$ cat config.mk
export PLATFORM = sky130hd
export DESIGN_NAME = gpio_pair_ctrl
export DESIGN_NICKNAME = d
export VERILOG_FILES = /design/src/rtl/gpio_pair_pkg.sv /design/src/rtl/gpio_rst_sync.sv /design/src/rtl/gpio_pin_sync.sv /design/src/rtl/gpio_port.sv /design/src/rtl/gpio_pair_ctrl.sv
export SDC_FILE = /design/constraint.sdc
export NUM_CORES = 1
export LEC_CHECK = 0
export BUFFER_PORTS_ARGS = -buffer_cell sky130_fd_sc_hd__clkbuf_2
export CAP_MARGIN = 15
export CORE_ASPECT_RATIO = 0.7
export CORE_MARGIN = 10
export CORE_UTILIZATION = 54
export CTS_CLUSTER_DIAMETER = 120
export CTS_CLUSTER_SIZE = 10
export DETAILED_ROUTE_END_ITERATION = 10
export PLACE_DENSITY = 0.84
export REMOVE_ABC_BUFFERS = 1
export SLEW_MARGIN = 5
export SYNTH_ARGS = -nofsm -noshare
export SYNTH_HDL_FRONTEND = slang
export SYNTH_SLANG_ARGS = --single-unit
$ cat constraint.sdc
create_clock -name clk -period 5.2 [get_ports clk]
set_clock_uncertainty 0.15 [all_clocks]
set_input_delay 0.52 -clock clk [delete_from_list [all_inputs] [get_ports clk]]
set_output_delay 0.52 -clock clk [all_outputs]
set_load 0.01 [all_outputs]
$ cat src/rtl/gpio_pair_pkg.sv
package gpio_pair_pkg;
  localparam int unsigned BUS_W = 8;
  typedef logic [BUS_W-1:0] bus_t;

  localparam bus_t ADR_A_DATA = 8'h00;
  localparam bus_t ADR_B_DATA = 8'h01;
  localparam bus_t ADR_A_DIR  = 8'h04;
  localparam bus_t ADR_B_DIR  = 8'h05;
  localparam bus_t ADR_A_PULL = 8'h10;
  localparam bus_t ADR_B_PULL = 8'h11;

  typedef struct packed {
    logic data;
    logic dir;
    logic pull;
  } port_wr_t;

  function automatic port_wr_t decode_wr(input logic wr_cyc, input bus_t addr,
                                         input bus_t a_data, input bus_t a_dir,
                                         input bus_t a_pull);
    port_wr_t r;
    r.data = wr_cyc && (addr == a_data);
    r.dir  = wr_cyc && (addr == a_dir);
    r.pull = wr_cyc && (addr == a_pull);
    return r;
  endfunction
endpackage

$ cat src/rtl/gpio_rst_sync.sv
module gpio_rst_sync (
  input  logic clk,
  input  logic arst_n,
  output logic rst_n_o
);
  logic ff1_q, ff2_q;

  always_ff @(posedge clk or negedge arst_n) begin
    if (!arst_n) begin
      ff1_q <= 1'b0;
      ff2_q <= 1'b0;
    end else begin
      ff1_q <= 1'b1;
      ff2_q <= ff1_q;
    end
  end

  assign rst_n_o = ff2_q;
endmodule

$ cat src/rtl/gpio_pin_sync.sv
module gpio_pin_sync #(
  parameter int unsigned W = 8
) (
  input  logic         clk,
  input  logic         rst_n,
  input  logic [W-1:0] d,
  output logic [W-1:0] q
);
  logic [W-1:0] s1_q, s2_q;

  always_ff @(posedge clk or negedge rst_n) begin
    if (!rst_n) begin
      s1_q <= '0;
      s2_q <= '0;
    end else begin
      s1_q <= d;
      s2_q <= s1_q;
    end
  end

  assign q = s2_q;
endmodule

$ cat src/rtl/gpio_port.sv
module gpio_port #(
  parameter int unsigned   W       = 8,
  parameter logic [W-1:0]  PU_MASK = '0
) (
  input  logic         clk,
  input  logic         rst_n,
  input  logic         wr_data,
  input  logic         wr_dir,
  input  logic         wr_pull,
  input  logic [W-1:0] wdata,
  input  logic [W-1:0] pin_in,
  output logic [W-1:0] rd_data,
  output logic [W-1:0] rd_dir,
  output logic [W-1:0] pin_out,
  output logic [W-1:0] pin_oe,
  output logic [W-1:0] pu_en,
  output logic [W-1:0] pd_en
);
  logic [W-1:0] lat_q, lat_d;
  logic [W-1:0] dir_q, dir_d;
  logic [W-1:0] pull_q, pull_d;
  logic [W-1:0] pin_s;

  gpio_pin_sync #(.W(W)) u_sync (
    .clk  (clk),
    .rst_n(rst_n),
    .d    (pin_in),
    .q    (pin_s)
  );

  // next-state
  always_comb begin
    lat_d  = wr_data ? wdata : lat_q;
    dir_d  = wr_dir  ? wdata : dir_q;
    pull_d = wr_pull ? wdata : pull_q;
  end

  // registers with explicit clock enables
  always_ff @(posedge clk or negedge rst_n) begin
    if (!rst_n) begin
      lat_q  <= '0;
      dir_q  <= '0;
      pull_q <= '0;
    end else begin
      if (wr_data) lat_q  <= lat_d;
      if (wr_dir)  dir_q  <= dir_d;
      if (wr_pull) pull_q <= pull_d;
    end
  end

  for (genvar i = 0; i < W; i++) begin : g_bit
    if (PU_MASK[i]) begin : g_up
      assign pu_en[i] = ~pull_q[i];
      assign pd_en[i] = 1'b0;
    end else begin : g_dn
      assign pu_en[i] = 1'b0;
      assign pd_en[i] = ~pull_q[i] & ~dir_q[i];
    end
    assign rd_data[i] = dir_q[i] ? lat_q[i] : pin_s[i];
  end

  assign rd_dir  = dir_q;
  assign pin_out = lat_q;
  assign pin_oe  = dir_q;
endmodule

$ cat src/rtl/gpio_pair_ctrl.sv
module gpio_pair_ctrl
  import gpio_pair_pkg::*;
#(
  parameter int unsigned     A_W       = 8,
  parameter int unsigned     B_W       = 6,
  parameter logic [A_W-1:0]  A_PU_MASK = 8'h0F,
  parameter logic [B_W-1:0]  B_PU_MASK = 6'b101010
) (
  input  logic           clk,
  input  logic           rst_n,
  input  logic           bus_sel,
  input  logic           bus_wr,
  input  logic [7:0]     bus_addr,
  input  logic [7:0]     bus_wdata,
  output logic [7:0]     bus_rdata,
  input  logic [A_W-1:0] pa_in,
  output logic [A_W-1:0] pa_out,
  output logic [A_W-1:0] pa_oe,
  output logic [A_W-1:0] pa_pu_en,
  output logic [A_W-1:0] pa_pd_en,
  input  logic [B_W-1:0] pb_in,
  output logic [B_W-1:0] pb_out,
  output logic [B_W-1:0] pb_oe,
  output logic [B_W-1:0] pb_pu_en,
  output logic [B_W-1:0] pb_pd_en
);
  logic     rst_n_int;
  logic     wr_cyc, rd_cyc;
  port_wr_t a_wr, b_wr;
  logic [A_W-1:0] a_rd_data, a_rd_dir;
  logic [B_W-1:0] b_rd_data, b_rd_dir;

  gpio_rst_sync u_rst (
    .clk    (clk),
    .arst_n (rst_n),
    .rst_n_o(rst_n_int)
  );

  assign wr_cyc = bus_sel &  bus_wr;
  assign rd_cyc = bus_sel & ~bus_wr;
  assign a_wr   = decode_wr(wr_cyc, bus_addr, ADR_A_DATA, ADR_A_DIR, ADR_A_PULL);
  assign b_wr   = decode_wr(wr_cyc, bus_addr, ADR_B_DATA, ADR_B_DIR, ADR_B_PULL);

  gpio_port #(.W(A_W), .PU_MASK(A_PU_MASK)) u_port_a (
    .clk    (clk),
    .rst_n  (rst_n_int),
    .wr_data(a_wr.data),
    .wr_dir (a_wr.dir),
    .wr_pull(a_wr.pull),
    .wdata  (bus_wdata[A_W-1:0]),
    .pin_in (pa_in),
    .rd_data(a_rd_data),
    .rd_dir (a_rd_dir),
    .pin_out(pa_out),
    .pin_oe (pa_oe),
    .pu_en  (pa_pu_en),
    .pd_en  (pa_pd_en)
  );

  gpio_port #(.W(B_W), .PU_MASK(B_PU_MASK)) u_port_b (
    .clk    (clk),
    .rst_n  (rst_n_int),
    .wr_data(b_wr.data),
    .wr_dir (b_wr.dir),
    .wr_pull(b_wr.pull),
    .wdata  (bus_wdata[B_W-1:0]),
    .pin_in (pb_in),
    .rd_data(b_rd_data),
    .rd_dir (b_rd_dir),
    .pin_out(pb_out),
    .pin_oe (pb_oe),
    .pu_en  (pb_pu_en),
    .pd_en  (pb_pd_en)
  );

  // read mux; pull registers and unmapped addresses fall to zero
  always_comb begin
    bus_rdata = '0;
    if (rd_cyc) begin
      case (bus_addr)
        ADR_A_DATA: bus_rdata = bus_t'(a_rd_data);
        ADR_B_DATA: bus_rdata = bus_t'(b_rd_data);
        ADR_A_DIR:  bus_rdata = bus_t'(a_rd_dir);
        ADR_B_DIR:  bus_rdata = bus_t'(b_rd_dir);
        default:    bus_rdata = '0;
      endcase
    end
  end
endmodule

==> results.toml, run 1 <==
[pwr]
vdd_ir_drop_max_mv = 0.216
power.internal_mw = 0.786
share_clk_of_total_power_pct = 35.0
power.switching_fraction_pct = 24.2
power-per-cell-area_nw_per_um2 = 291
power.net_switching_mw = 0.251
totalPowerFinal_mw = 1.04
leakage_nw = 1.82
seq_power_share_pct = 57.0
pwr-share-comb_pct = 8.0

[timing]
max_freq_ghz = 0.349
grt_setup_unrepaired = "false"
relSlewSlack_pct = 43.6
timing.final.setup_violations = 0
period_share_pct = 55.0
hold_violations = 0
timing_worst_slew_pin_value_ns = 0.847
finalMaxSlewViolations = 0
layout_min_cycle_time_ns = 2.86
total_negative_slack_for_setup_checks_ns = 0

[job]
cap_viol_max_count = 0

[floorplanning]
die_h_um = 81.9
fp.dieArea_sq_um = 8870
chipWidth_um = 108
initial_core_util_pct = 56.2
placeableCoreArea_sq_um = 5260
row_count = 22
io-pin-count = 98

[cells_and_area]
final.fill_count = 428
design_area_sq_um = 3570
final_cells = 374
num_antenna_cells = 0
final_util_pct = 67.8
area_growth_pct = 20.8
drive_above_1_share_pct = 50.3
design.final.nets = 331

[detailed_routing]
number_of_violations_reported_at_the_end_of_detailed_routing_iteration_0 = 54
drt-wirelength-per-cell_um = 18.3
drc = 0
ant_nets = 0
wire_length_after_detailed_routing_mm = 6.85
drt_pre_antenna_iters = 4
detailroute.via_count = 1943
via_per_inst = 5.20

[worst_setup_path]
critPathKind = "input pin to output pin"
r2r-start = "u_rst.rst_n_o$_DFF_PN0_"
critical_path.endpoint_type = "output pin"
worst_setup_path_start_kind = "input pin"
maximum_fanout_along_the_worst_path = 6
cp.required_ns = 4.53
number_of_cell_instances_on_the_worst_register_to_register_path = 1
worstPathArrival_ns = 2.19
regToRegSetupSlack_ns = 4.03
timing.rr.end = "u_port_a.pin_out[7]$_DFFE_PN0P_"

[global_route]
via_count_of_the_first_global_routing_pass = 2129
grt_use_total_pct = 16.3
grt_most_used_layer = "met2"
grt.met1_usage_pct = 18.5
grt_use_met2_pct = 27.0
grt_first_pass_wirelength_mm = 11.1
grt.met3_usage_pct = 8.52
globalRouteOverflowTotal = 0
grt_antenna_before_repair = 0
grt_max_degree = 71

[clock_tree]
tritoncts_clock_tree = "yes"
tritoncts_buffer_count = 9
insertion_delay_ns = 0.34
clock_buffer_depth = 2
clkSinkCount = 72
clk_root_buffer_cell = "sky130_fd_sc_hd__clkbuf_8"
cts_repair_resize_count = 0
clk_pin_slew_worst_paths_ns = 0.08
htreeDepth = 3

[hold_path]
worst_hold_path.endpoint = "u_port_b.u_sync.s1_q[2]$_DFF_PN0_"
worstHoldPathCells = 1
min-delay-start = "pb_in[2]"
hold_crit_class = "input pin to flop"

[logic_synthesis]
synth.distinct_cells = 28
synthMostInstantiatedCell = "sky130_fd_sc_hd__dfrtp_1"
seq_area_frac_synth_pct = 61.0
synth_top_cells_by_count = "sky130_fd_sc_hd__dfrtp_1 (72), sky130_fd_sc_hd__mux2_2 (48), sky130_fd_sc_hd__mux2i_1 (18), sky130_fd_sc_hd__buf_4 (14), sky130_fd_sc_hd__nor2_1 (9)"
synthTopCellsByArea = "sky130_fd_sc_hd__dfrtp_1 (61%), sky130_fd_sc_hd__mux2_2 (18%), sky130_fd_sc_hd__mux2i_1 (6.1%), sky130_fd_sc_hd__buf_4 (3.6%), sky130_fd_sc_hd__nor4_4 (1.4%)"
synthesis.area_per_instance_sq_um = 14.4
synth_top_cell_area_share_pct = 61.0
ys_async_sr_fraction_pct = 100
yosysTopAreaCell = "sky130_fd_sc_hd__dfrtp_1"
synth_edf_count = 0
postSynthRegisterBits = 72
syn-cell-area_sq_um = 2950
yosysWarningCount = 0
postSynth.topFlopCell = "sky130_fd_sc_hd__dfrtp_1"
syn_inst = 205

[placed_design]
placedInstanceArea_sq_um = 3400
port_buffers = 83
dp_cells = 357
globalplace.congestion = 0.801
post-dp-hpwl_mm = 5.08

[status]
result_of_the_run = "finished clean"
stage by stage:
step / hold WS [ns] / setup slack (ns)
final: 0.130 / 2.34
after global routing: 0.110 / 2.16
after CTS: 0.112 / 2.32
after detailed placement: 0.158 / 2.33
after global placement: 0.157 / 2.38
after floorplan: 0.0744 / 2.74
worst max-delay path, stage by stage:
cell and delay (ns):
sky130_fd_sc_hd__clkbuf_2 0.09, sky130_fd_sc_hd__nor3_1 0.61, sky130_fd_sc_hd__nand3_1 0.48, sky130_fd_sc_hd__o22ai_1 0.32, sky130_fd_sc_hd__clkbuf_2 0.17
logic make-up after synthesis:
group,share of synthesized area [%]
AND/OR/NAND/NOR,7.25
flip-flops,61.0
AO/OA/AOI/OAI,2.20
multiplexers,24.4
other,0.254
buffers and inverters,4.87
power by group through the flow:
stage               registers [mW]  logic [mW]  clock network [mW]
floorplan                    0.609      0.0333                   0
global placement             0.601      0.0804                   0
detailed placement           0.602      0.0835                   0
CTS                          0.591      0.0842               0.373
global route                 0.593      0.0934               0.404
finish                       0.591      0.0830               0.363
final cells by class:
type                    count  area (sq um)  area share, %
flip-flops and latches     72          1800           50.6
multi-input cells         122          1060           29.6
repair buffers             85           433           12.1
clock buffers              12           135           3.79
well taps                  72          90.1           2.53
inverters                   7          26.3          0.737
clock inverters             4          22.5          0.632
repair_timing:
action	in CTS	in global routing
hold buffers	1	0
setup buffers	0	0
endpoints found under the hold margin	2	0
worst max-delay path by stage:
stage	start	endpoint	slack (ns)	depth (start not counted)
floorplan	bus_addr[3]	bus_rdata[5]	2.74	3
global placement	bus_addr[3]	bus_rdata[1]	2.38	5
detailed placement	bus_addr[3]	bus_rdata[1]	2.33	5
CTS	bus_addr[3]	bus_rdata[1]	2.32	5
global route	bus_addr[3]	bus_rdata[0]	2.16	5
finish	bus_addr[3]	bus_rdata[4]	2.34	5
routing by layer:
layer  share of wire (%)  vias up
met2                  48       84
met1                  41      970
met4                0.29        0
met3                  11        4
met5                   0        -
li1                    -      885
state kept, by name, summed over array words and instances, names as in the netlist, 8 cells and up:
register / count
u_port_a.pin_out: 8
u_port_a.u_sync.q: 8
u_port_a.pin_oe: 8
u_port_a.pull_q: 8
u_port_a.u_sync.s1_q: 8
cells in the final DEF (no fill, tap or decap), types with 4 or more instances in the layout:
cell	synthesis	layout
sky130_fd_sc_hd__clkbuf_2	0	83
sky130_fd_sc_hd__clkbuf_8	0	9
sky130_fd_sc_hd__conb_1	2	15
sky130_fd_sc_hd__dfrtp_1	72	71
sky130_fd_sc_hd__inv_1	7	7
sky130_fd_sc_hd__mux2_2	48	48
sky130_fd_sc_hd__mux2i_1	18	18
sky130_fd_sc_hd__nand3_1	4	4
sky130_fd_sc_hd__nor2_1	9	9
sky130_fd_sc_hd__o22ai_1	6	6
No activity file was read; power rests on OpenSTA's default activity.
==> run 2: changes to the inputs <==
--- a/config.mk
+++ b/config.mk
@@ -5,15 +5,16 @@
 export SDC_FILE = /design/constraint.sdc
 export NUM_CORES = 1
 export LEC_CHECK = 0
+export ABC_AREA = 1
 export BUFFER_PORTS_ARGS = -buffer_cell sky130_fd_sc_hd__clkbuf_2
 export CAP_MARGIN = 15
 export CORE_ASPECT_RATIO = 0.7
 export CORE_MARGIN = 10
-export CORE_UTILIZATION = 54
+export CORE_UTILIZATION = 46
 export CTS_CLUSTER_DIAMETER = 120
 export CTS_CLUSTER_SIZE = 10
 export DETAILED_ROUTE_END_ITERATION = 10
-export PLACE_DENSITY = 0.84
+export PLACE_DENSITY = 0.74
 export REMOVE_ABC_BUFFERS = 1
 export SLEW_MARGIN = 5
 export SYNTH_ARGS = -nofsm -noshare
==> constraint.sdc (replaced) <==
create_clock -name clk -period 2.6 [get_ports clk]
set_clock_uncertainty 0.15 [all_clocks]
set_input_delay 0.26 -clock clk [delete_from_list [all_inputs] [get_ports clk]]
set_output_delay 0.26 -clock clk [all_outputs]
set_load 0.01 [all_outputs]
==> run 2 against run 1 <==
  * Critical path type is now flop to output pin
  * Cell count up 45%
  * Design area up 14%
  * Core utilization down 8.1 points
  * First-iteration DRC count up 140%
  * Routed wire length up 13%
  * Count of clock-buffer cells in the layout down 3
  * Setup slack worse by 1.6 ns
  * Die area up 23%
  * Non-clock buffer count up 15
  * Sequential share of layout area down 6.3 points
  * Largest power group unchanged
  * Clock power rose to 2.7 times the previous value
==> results.toml, run 2 <==
[pwr]
pwr-share-comb_pct = 8.2
power.switching_fraction_pct = 24.7
vdd_ir_drop_max_mv = 0.356
seq_power_share_pct = 50.0
share_clk_of_total_power_pct = 41.8
power.net_switching_mw = 0.583
power.internal_mw = 1.78
power-per-cell-area_nw_per_um2 = 581
leakage_nw = 2.13

[placed_design]
globalplace.congestion = 0.766
placedInstanceArea_sq_um = 3690
port_buffers = 83
post-dp-hpwl_mm = 5.54

[timing]
layout_min_cycle_time_ns = 1.83
finalMaxSlewViolations = 0
relSlewSlack_pct = 57.2
grt_setup_unrepaired = "false"
period_share_pct = 70.4
timing.final.setup_violations = 0
timing_worst_slew_pin_value_ns = 0.640
total_negative_slack_for_setup_checks_ns = 0
hold_violations = 0
max_freq_ghz = 0.546

[detailed_routing]
drc = 0
ant_nets = 0
wire_length_after_detailed_routing_mm = 7.72
drt_pre_antenna_iters = 4
via_per_inst = 4.57
detailroute.via_count = 2484
drt-wirelength-per-cell_um = 14.2
number_of_violations_reported_at_the_end_of_detailed_routing_iteration_0 = 128

[clock_tree]
htreeDepth = 3
insertion_delay_ns = 0.34
clkSinkCount = 72
clk_pin_slew_worst_paths_ns = 0.08
clock_buffer_depth = 2
tritoncts_clock_tree = "yes"
tritoncts_buffer_count = 9
clk_root_buffer_cell = "sky130_fd_sc_hd__clkbuf_8"

[cells_and_area]
layout_commonest_cell = "sky130_fd_sc_hd__nand2_1"
drive_above_1_share_pct = 37.3
num_antenna_cells = 0
design.final.nets = 479
commonest_cells_after_routing_fill_and_taps_aside = "sky130_fd_sc_hd__nand2_1 (92), sky130_fd_sc_hd__clkbuf_2 (83), sky130_fd_sc_hd__dfrtp_1 (71)"
final.fill_count = 616
area_growth_pct = 25.0
design_area_sq_um = 4070

[logic_synthesis]
synthMostInstantiatedCell = "sky130_fd_sc_hd__nand2_1"
yosysWarningCount = 0
synthesis.area_per_instance_sq_um = 9.52
synthTopCellsByArea = "sky130_fd_sc_hd__dfrtp_1 (55%), sky130_fd_sc_hd__o21ai_2 (11%), sky130_fd_sc_hd__nand2_1 (11%), sky130_fd_sc_hd__inv_1 (4.0%), sky130_fd_sc_hd__buf_4 (3.9%)"
postSynthRegisterBits = 72
yosysTopAreaCell = "sky130_fd_sc_hd__dfrtp_1"
postSynth.topFlopCell = "sky130_fd_sc_hd__dfrtp_1"
synth_top_cell_area_share_pct = 55.3
synth_top_cells_by_count = "sky130_fd_sc_hd__nand2_1 (92), sky130_fd_sc_hd__dfrtp_1 (72), sky130_fd_sc_hd__o21ai_2 (42), sky130_fd_sc_hd__inv_1 (35), sky130_fd_sc_hd__nor2_1 (27)"
seq_area_frac_synth_pct = 55.3
synth.distinct_cells = 19
syn_inst = 342
syn-cell-area_sq_um = 3260
ys_async_sr_fraction_pct = 100
synth_edf_count = 0

[floorplanning]
io-pin-count = 98
die_h_um = 90.4
chipWidth_um = 121
row_count = 25
placeableCoreArea_sq_um = 6820
fp.dieArea_sq_um = 10900
initial_core_util_pct = 47.8

[worst_setup_path]
r2r-start = "u_port_b.pin_oe[4]$_DFFE_PN0P_"
worst_setup_path_start_kind = "flop"
cp_num_cells = 6
critical_path.max_stage_delay_ns = 0.44
maximum_fanout_along_the_worst_path = 6
worstPathArrival_ns = 1.42
critical_path.endpoint_type = "output pin"
cp.required_ns = 2.19
critPathBufInv = 1
crit_path_cell_trace = "o21ai_0 > nand2_1 > nand2_1 > nor2_1 > nor2_1 > clkbuf_2"
number_of_cell_instances_on_the_worst_register_to_register_path = 2
timing.rr.end = "u_port_b.pin_oe[4]$_DFFE_PN0P_"
cp_slowest_cell = "sky130_fd_sc_hd__dfrtp_1"
crit_family = "flip-flops"
critPathKind = "flop to output pin"
regToRegSetupSlack_ns = 1.71

[status]
result_of_the_run = "finished clean"

[global_route]
grt_use_total_pct = 14.5
grt_max_degree = 71
grt_antenna_before_repair = 0
grt_first_pass_wirelength_mm = 12.6
via_count_of_the_first_global_routing_pass = 2426
globalRouteOverflowTotal = 0

[job]
cap_viol_max_count = 0

[hold_path]
hold_crit_class = "input pin to async pin"
run 2: cell count changes in the layout (fill, tap and decap cells not counted), sizes merged, moves of 6 or more:
cell / previous run / this run
nand2: 2 / 103
o21ai: 2 / 55
mux2: 48 / 0
inv: 7 / 40
nor2: 9 / 36
mux2i: 18 / 0
dlygate4sd3: 1 / 15
nand3: 4 / 12
o22ai: 6 / 0
run 2: worst max path at each step:
stage                                        start                        endpoint  slack [ns]
floorplan                  u_rst.rst_n_o$_DFF_PN0_  u_port_a.pin_oe[0]$_DFFE_PN0P_        0.30
global placement                       bus_addr[7]  u_port_a.pull_q[5]$_DFFE_PN0P_        0.74
detailed placement                     bus_addr[7]  u_port_a.pull_q[0]$_DFFE_PN0P_        0.72
CTS                 u_port_b.pin_oe[2]$_DFFE_PN0P_                    bus_rdata[2]        0.74
global route                           bus_addr[3]                    bus_rdata[4]        0.59
finish              u_port_b.pin_oe[2]$_DFFE_PN0P_                    bus_rdata[2]        0.77
run 2: final cells by class:
cell class / count / area, sq um / share of cell area [%]
flip-flops and latches: 72 / 1800 / 44.3
multi-input cells: 224 / 1190 / 29.2
repair buffers: 100 / 593 / 14.6
inverters: 38 / 143 / 3.50
clock buffers: 9 / 124 / 3.04
well taps: 94 / 118 / 2.89
clock inverters: 7 / 103 / 2.52
run 2: layer usage:
metal	global-route usage [%]	vias to the layer above	wire length (um)
met1	17.5	1131	3320
met4	3.21	0	88
met5	0	-	0
li1	-	1251	-
met2	21.8	94	3400
met3	8.31	8	907
run 2: through the flow:
step                power (mW)  utilization, %  worst slack [ns]  hold slack, ns  std cells
finish                    2.37            59.7             0.770          0.0661        544
floorplan                 1.30               -             0.296          -0.186        334
CTS                       2.40            59.7             0.742          0.0494        544
detailed placement        1.38            54.2             0.723         -0.0998        513
global route              2.48            59.7             0.586          0.0690        544
global placement          1.38            54.2             0.737          -0.103        513
run 2: cell families after synthesis:
group | Yosys count | synth area share (%)
AND/OR/NAND/NOR | 153 | 21.3
buffers and inverters | 59 | 9.68
other | 2 | 0.231
AO/OA/AOI/OAI | 56 | 13.4
flip-flops | 72 | 55.3
run 2: timing repair:
item,CTS,global route
hold buffers,15,0
setup buffers,0,0
resized for setup,0,0
hold endpoints to repair,16,0
run 2: power by group through the flow:
stage | Sequential (mW) | Clock (mW) | Combinational, mW
6_report | 1.18 | 0.990 | 0.194
5_1_grt | 1.19 | 1.07 | 0.220
4_1_cts | 1.18 | 1.02 | 0.197
3_5_place_dp | 1.20 | 0 | 0.179
3_3_place_gp | 1.20 | 0 | 0.175
2_1_floorplan | 1.22 | 0 | 0.0836
==> run 3: changes to the inputs <==
--- a/config.mk
+++ b/config.mk
@@ -5,16 +5,16 @@
 export SDC_FILE = /design/constraint.sdc
 export NUM_CORES = 1
 export LEC_CHECK = 0
-export ABC_AREA = 1
+export ABC_AREA = 0
 export BUFFER_PORTS_ARGS = -buffer_cell sky130_fd_sc_hd__clkbuf_2
 export CAP_MARGIN = 15
 export CORE_ASPECT_RATIO = 0.7
 export CORE_MARGIN = 10
-export CORE_UTILIZATION = 46
+export CORE_UTILIZATION = 50
 export CTS_CLUSTER_DIAMETER = 120
 export CTS_CLUSTER_SIZE = 10
 export DETAILED_ROUTE_END_ITERATION = 10
-export PLACE_DENSITY = 0.74
+export PLACE_DENSITY = 0.78
 export REMOVE_ABC_BUFFERS = 1
 export SLEW_MARGIN = 5
 export SYNTH_ARGS = -nofsm -noshare
==> constraint.sdc (replaced) <==
create_clock -name clk -period 1.8 [get_ports clk]
set_clock_uncertainty 0.15 [all_clocks]
set_input_delay 0.18 -clock clk [delete_from_list [all_inputs] [get_ports clk]]
set_output_delay 0.18 -clock clk [all_outputs]
set_load 0.01 [all_outputs]
==> run 3 against run 2 <==
  * The run now ends with negative setup slack left
  * Via count down 15%
  * Critical path type is now input pin to output pin
  * Sequential power up 45%
  * Sequential share of layout area down 0.26 points
  * Design area up 0.58%
  * Non-clock buffer count up 25
  * Core utilization up 12 points
  * Register-to-register slack worse by 0.97 ns
  * Highest routed layer unchanged
  * Critical path depth down 1
  * Flip-flop and latch count unchanged
  * Count of clock-buffer cells in the layout up 1
  * Routed wire length up 0.23%
==> results.toml, run 3 (synthesis gave the netlist of run 1 again) <==
[placed_design]
globalplace.congestion = 0.795
port_buffers = 83
placedInstanceArea_sq_um = 3560
post-dp-hpwl_mm = 5.39

[timing]
period_share_pct = 108
layout_min_cycle_time_ns = 1.94
timing.final.setup_violations = 7
worst_hold_slack_ns = 0.0153
hold_violations = 0
max_freq_ghz = 0.514
post-route-worst-setup-slack_ns = -0.144
total_negative_slack_for_setup_checks_ns = -0.794
grt_setup_unrepaired = "true"
finalMaxSlewViolations = 0

[detailed_routing]
number_of_violations_reported_at_the_end_of_detailed_routing_iteration_0 = 47
drt-wirelength-per-cell_um = 18.6
via_per_inst = 5.07
detailroute.via_count = 2110
ant_nets = 0
wire_length_after_detailed_routing_mm = 7.73
drt_pre_antenna_iters = 4
drc = 0

[floorplanning]
row_count = 23
chipWidth_um = 112
io-pin-count = 98
placeableCoreArea_sq_um = 5730
die_h_um = 84.3
initial_core_util_pct = 51.6
fp.dieArea_sq_um = 9430

[clock_tree]
tritoncts_buffer_count = 9
clk_root_buffer_cell = "sky130_fd_sc_hd__clkbuf_8"
clkSinkCount = 72
clk_pin_slew_worst_paths_ns = 0.07
insertion_delay_ns = 0.34
clock_buffer_depth = 2
htreeDepth = 3
tritoncts_clock_tree = "yes"

[cells_and_area]
drive_above_1_share_pct = 53.7
num_antenna_cells = 0
area_growth_pct = 38.7
design.final.nets = 371
design_area_sq_um = 4100
layout_commonest_cell = "sky130_fd_sc_hd__clkbuf_2"
commonest_cells_after_routing_fill_and_taps_aside = "sky130_fd_sc_hd__clkbuf_2 (74), sky130_fd_sc_hd__dfrtp_1 (71), sky130_fd_sc_hd__mux2_2 (48)"

[global_route]
grt_use_total_pct = 16.9
globalRouteOverflowTotal = 0
grt_max_degree = 71
grt_first_pass_wirelength_mm = 12.7
via_count_of_the_first_global_routing_pass = 2364
grt_antenna_before_repair = 0

[pwr]
share_clk_of_total_power_pct = 40.8
power-per-cell-area_nw_per_um2 = 833
leakage_nw = 2.05
seq_power_share_pct = 50.0
pwr-share-comb_pct = 9.2
totalPowerFinal_mw = 3.41
power.switching_fraction_pct = 22.8
power.internal_mw = 2.64
vdd_ir_drop_max_mv = 0.722
power.net_switching_mw = 0.777

[worst_setup_path]
maximum_fanout_along_the_worst_path = 6
cp.required_ns = 1.47
regToRegSetupSlack_ns = 0.74
crit_path_cell_trace = "buf_6 > or3_4 > or4_4 > o22ai_2 > buf_2"
critPathKind = "input pin to output pin"
worstPathArrival_ns = 1.61
critical_path.max_stage_delay_ns = 0.64
critical_path.endpoint_type = "output pin"
worst_setup_path_start_kind = "input pin"
cp_slowest_cell = "sky130_fd_sc_hd__or4_4"

[status]
result_of_the_run = "finished with violations"
violations = "negative setup slack"

[hold_path]
hold_crit_class = "input pin to flop"

[job]
cap_viol_max_count = 0
==> run 3: changes by cell type in the layout (fill, tap and decap cells not counted), sizes merged, moves of 6 or more <==
cell	previous run	this run
nand2	103	2
o22ai	0	6
buf	2	30
o21ai	55	2
nand3	12	4
dlygate4sd3	15	21
mux2	0	48
clkbuf	92	84
inv	40	7
nor2	36	9
mux2i	0	18
==> run 3: path summary, 6_finish.rpt <==
check / from / endpoint / depth (start not counted)
max in group asynchronous: rst_n / u_rst.rst_n_o$_DFF_PN0_ / 3
worst max-delay path: bus_addr[5] / bus_rdata[1] / 5
worst min-delay path: bus_wdata[0] / u_port_a.pin_oe[0]$_DFFE_PN0P_ / 2
worst max register to register: u_port_a.pin_oe[6]$_DFFE_PN0P_ / u_port_a.pin_oe[6]$_DFFE_PN0P_ / 2
worst min register to register: u_rst.rst_n_o$_DFF_PN0_ / u_port_a.u_sync.s1_q[4]$_DFF_PN0_ / 1
min in group asynchronous: u_rst.rst_n_o$_DFF_PN0_ / u_port_a.u_sync.s1_q[4]$_DFF_PN0_ / 1
==> run 3: timing repair <==
item,4_1_cts,5_1_grt
endpoints found under the setup margin,8,8
hold buffers,21,0
hold endpoints to repair,30,0
resized for setup,15,12
cloned,0,0
setup buffers,1,0
pin swaps,4,3
==> run 3: final cells by class <==
| class | instances | area (sq um) |
|---|---|---|
| clock buffers | 10 | 138 |
| well taps | 75 | 93.8 |
| clock inverters | 5 | 81.3 |
| repair buffers | 125 | 808 |
| flip-flops and latches | 72 | 1800 |
| inverters | 7 | 26.3 |
| fillers | 405 | 1630 |
| multi-input cells | 122 | 1140 |
==> run 3: power by group through the flow <==
stage                     Combinational [mW]  Sequential [mW]  Clock, mW
after global placement                 0.256             1.74          0
after CTS                              0.309             1.71       1.41
after global routing                   0.346             1.71       1.50
final                                  0.313             1.71       1.39
after floorplan                       0.0963             1.76          0
after detailed placement               0.262             1.74          0
==> run 3: metrics by stage <==
step / utilization [%] / worst slack (ns) / cells
2_1_floorplan: - / -0.504 / 201
3_3_place_gp: 62.2 / -0.196 / 380
3_5_place_dp: 62.2 / -0.214 / 380
4_1_cts: 71.2 / -0.137 / 417
5_1_grt: 71.5 / -0.201 / 416
6_report: 71.5 / -0.144 / 416
==> run 3: worst max-delay path, delay by kind of cell <==
| family | cells | cell delay (ns) |
|---|---|---|
| simple gates | 2 | 1.02 |
| compound gates | 1 | 0.16 |
| buf+inv | 2 | 0.25 |
==> run 3: layer usage <==
metal | share of wire [%] | up-vias | routed length (um) | track usage, %
li1 | - | 961 | - | -
met1 | 43 | 1065 | 3320 | 20.5
met2 | 47 | 73 | 3610 | 26.0
met3 | 9.1 | 11 | 707 | 8.60
met4 | 1.3 | 0 | 97 | 4.77
met5 | 0 | - | 0 | 0
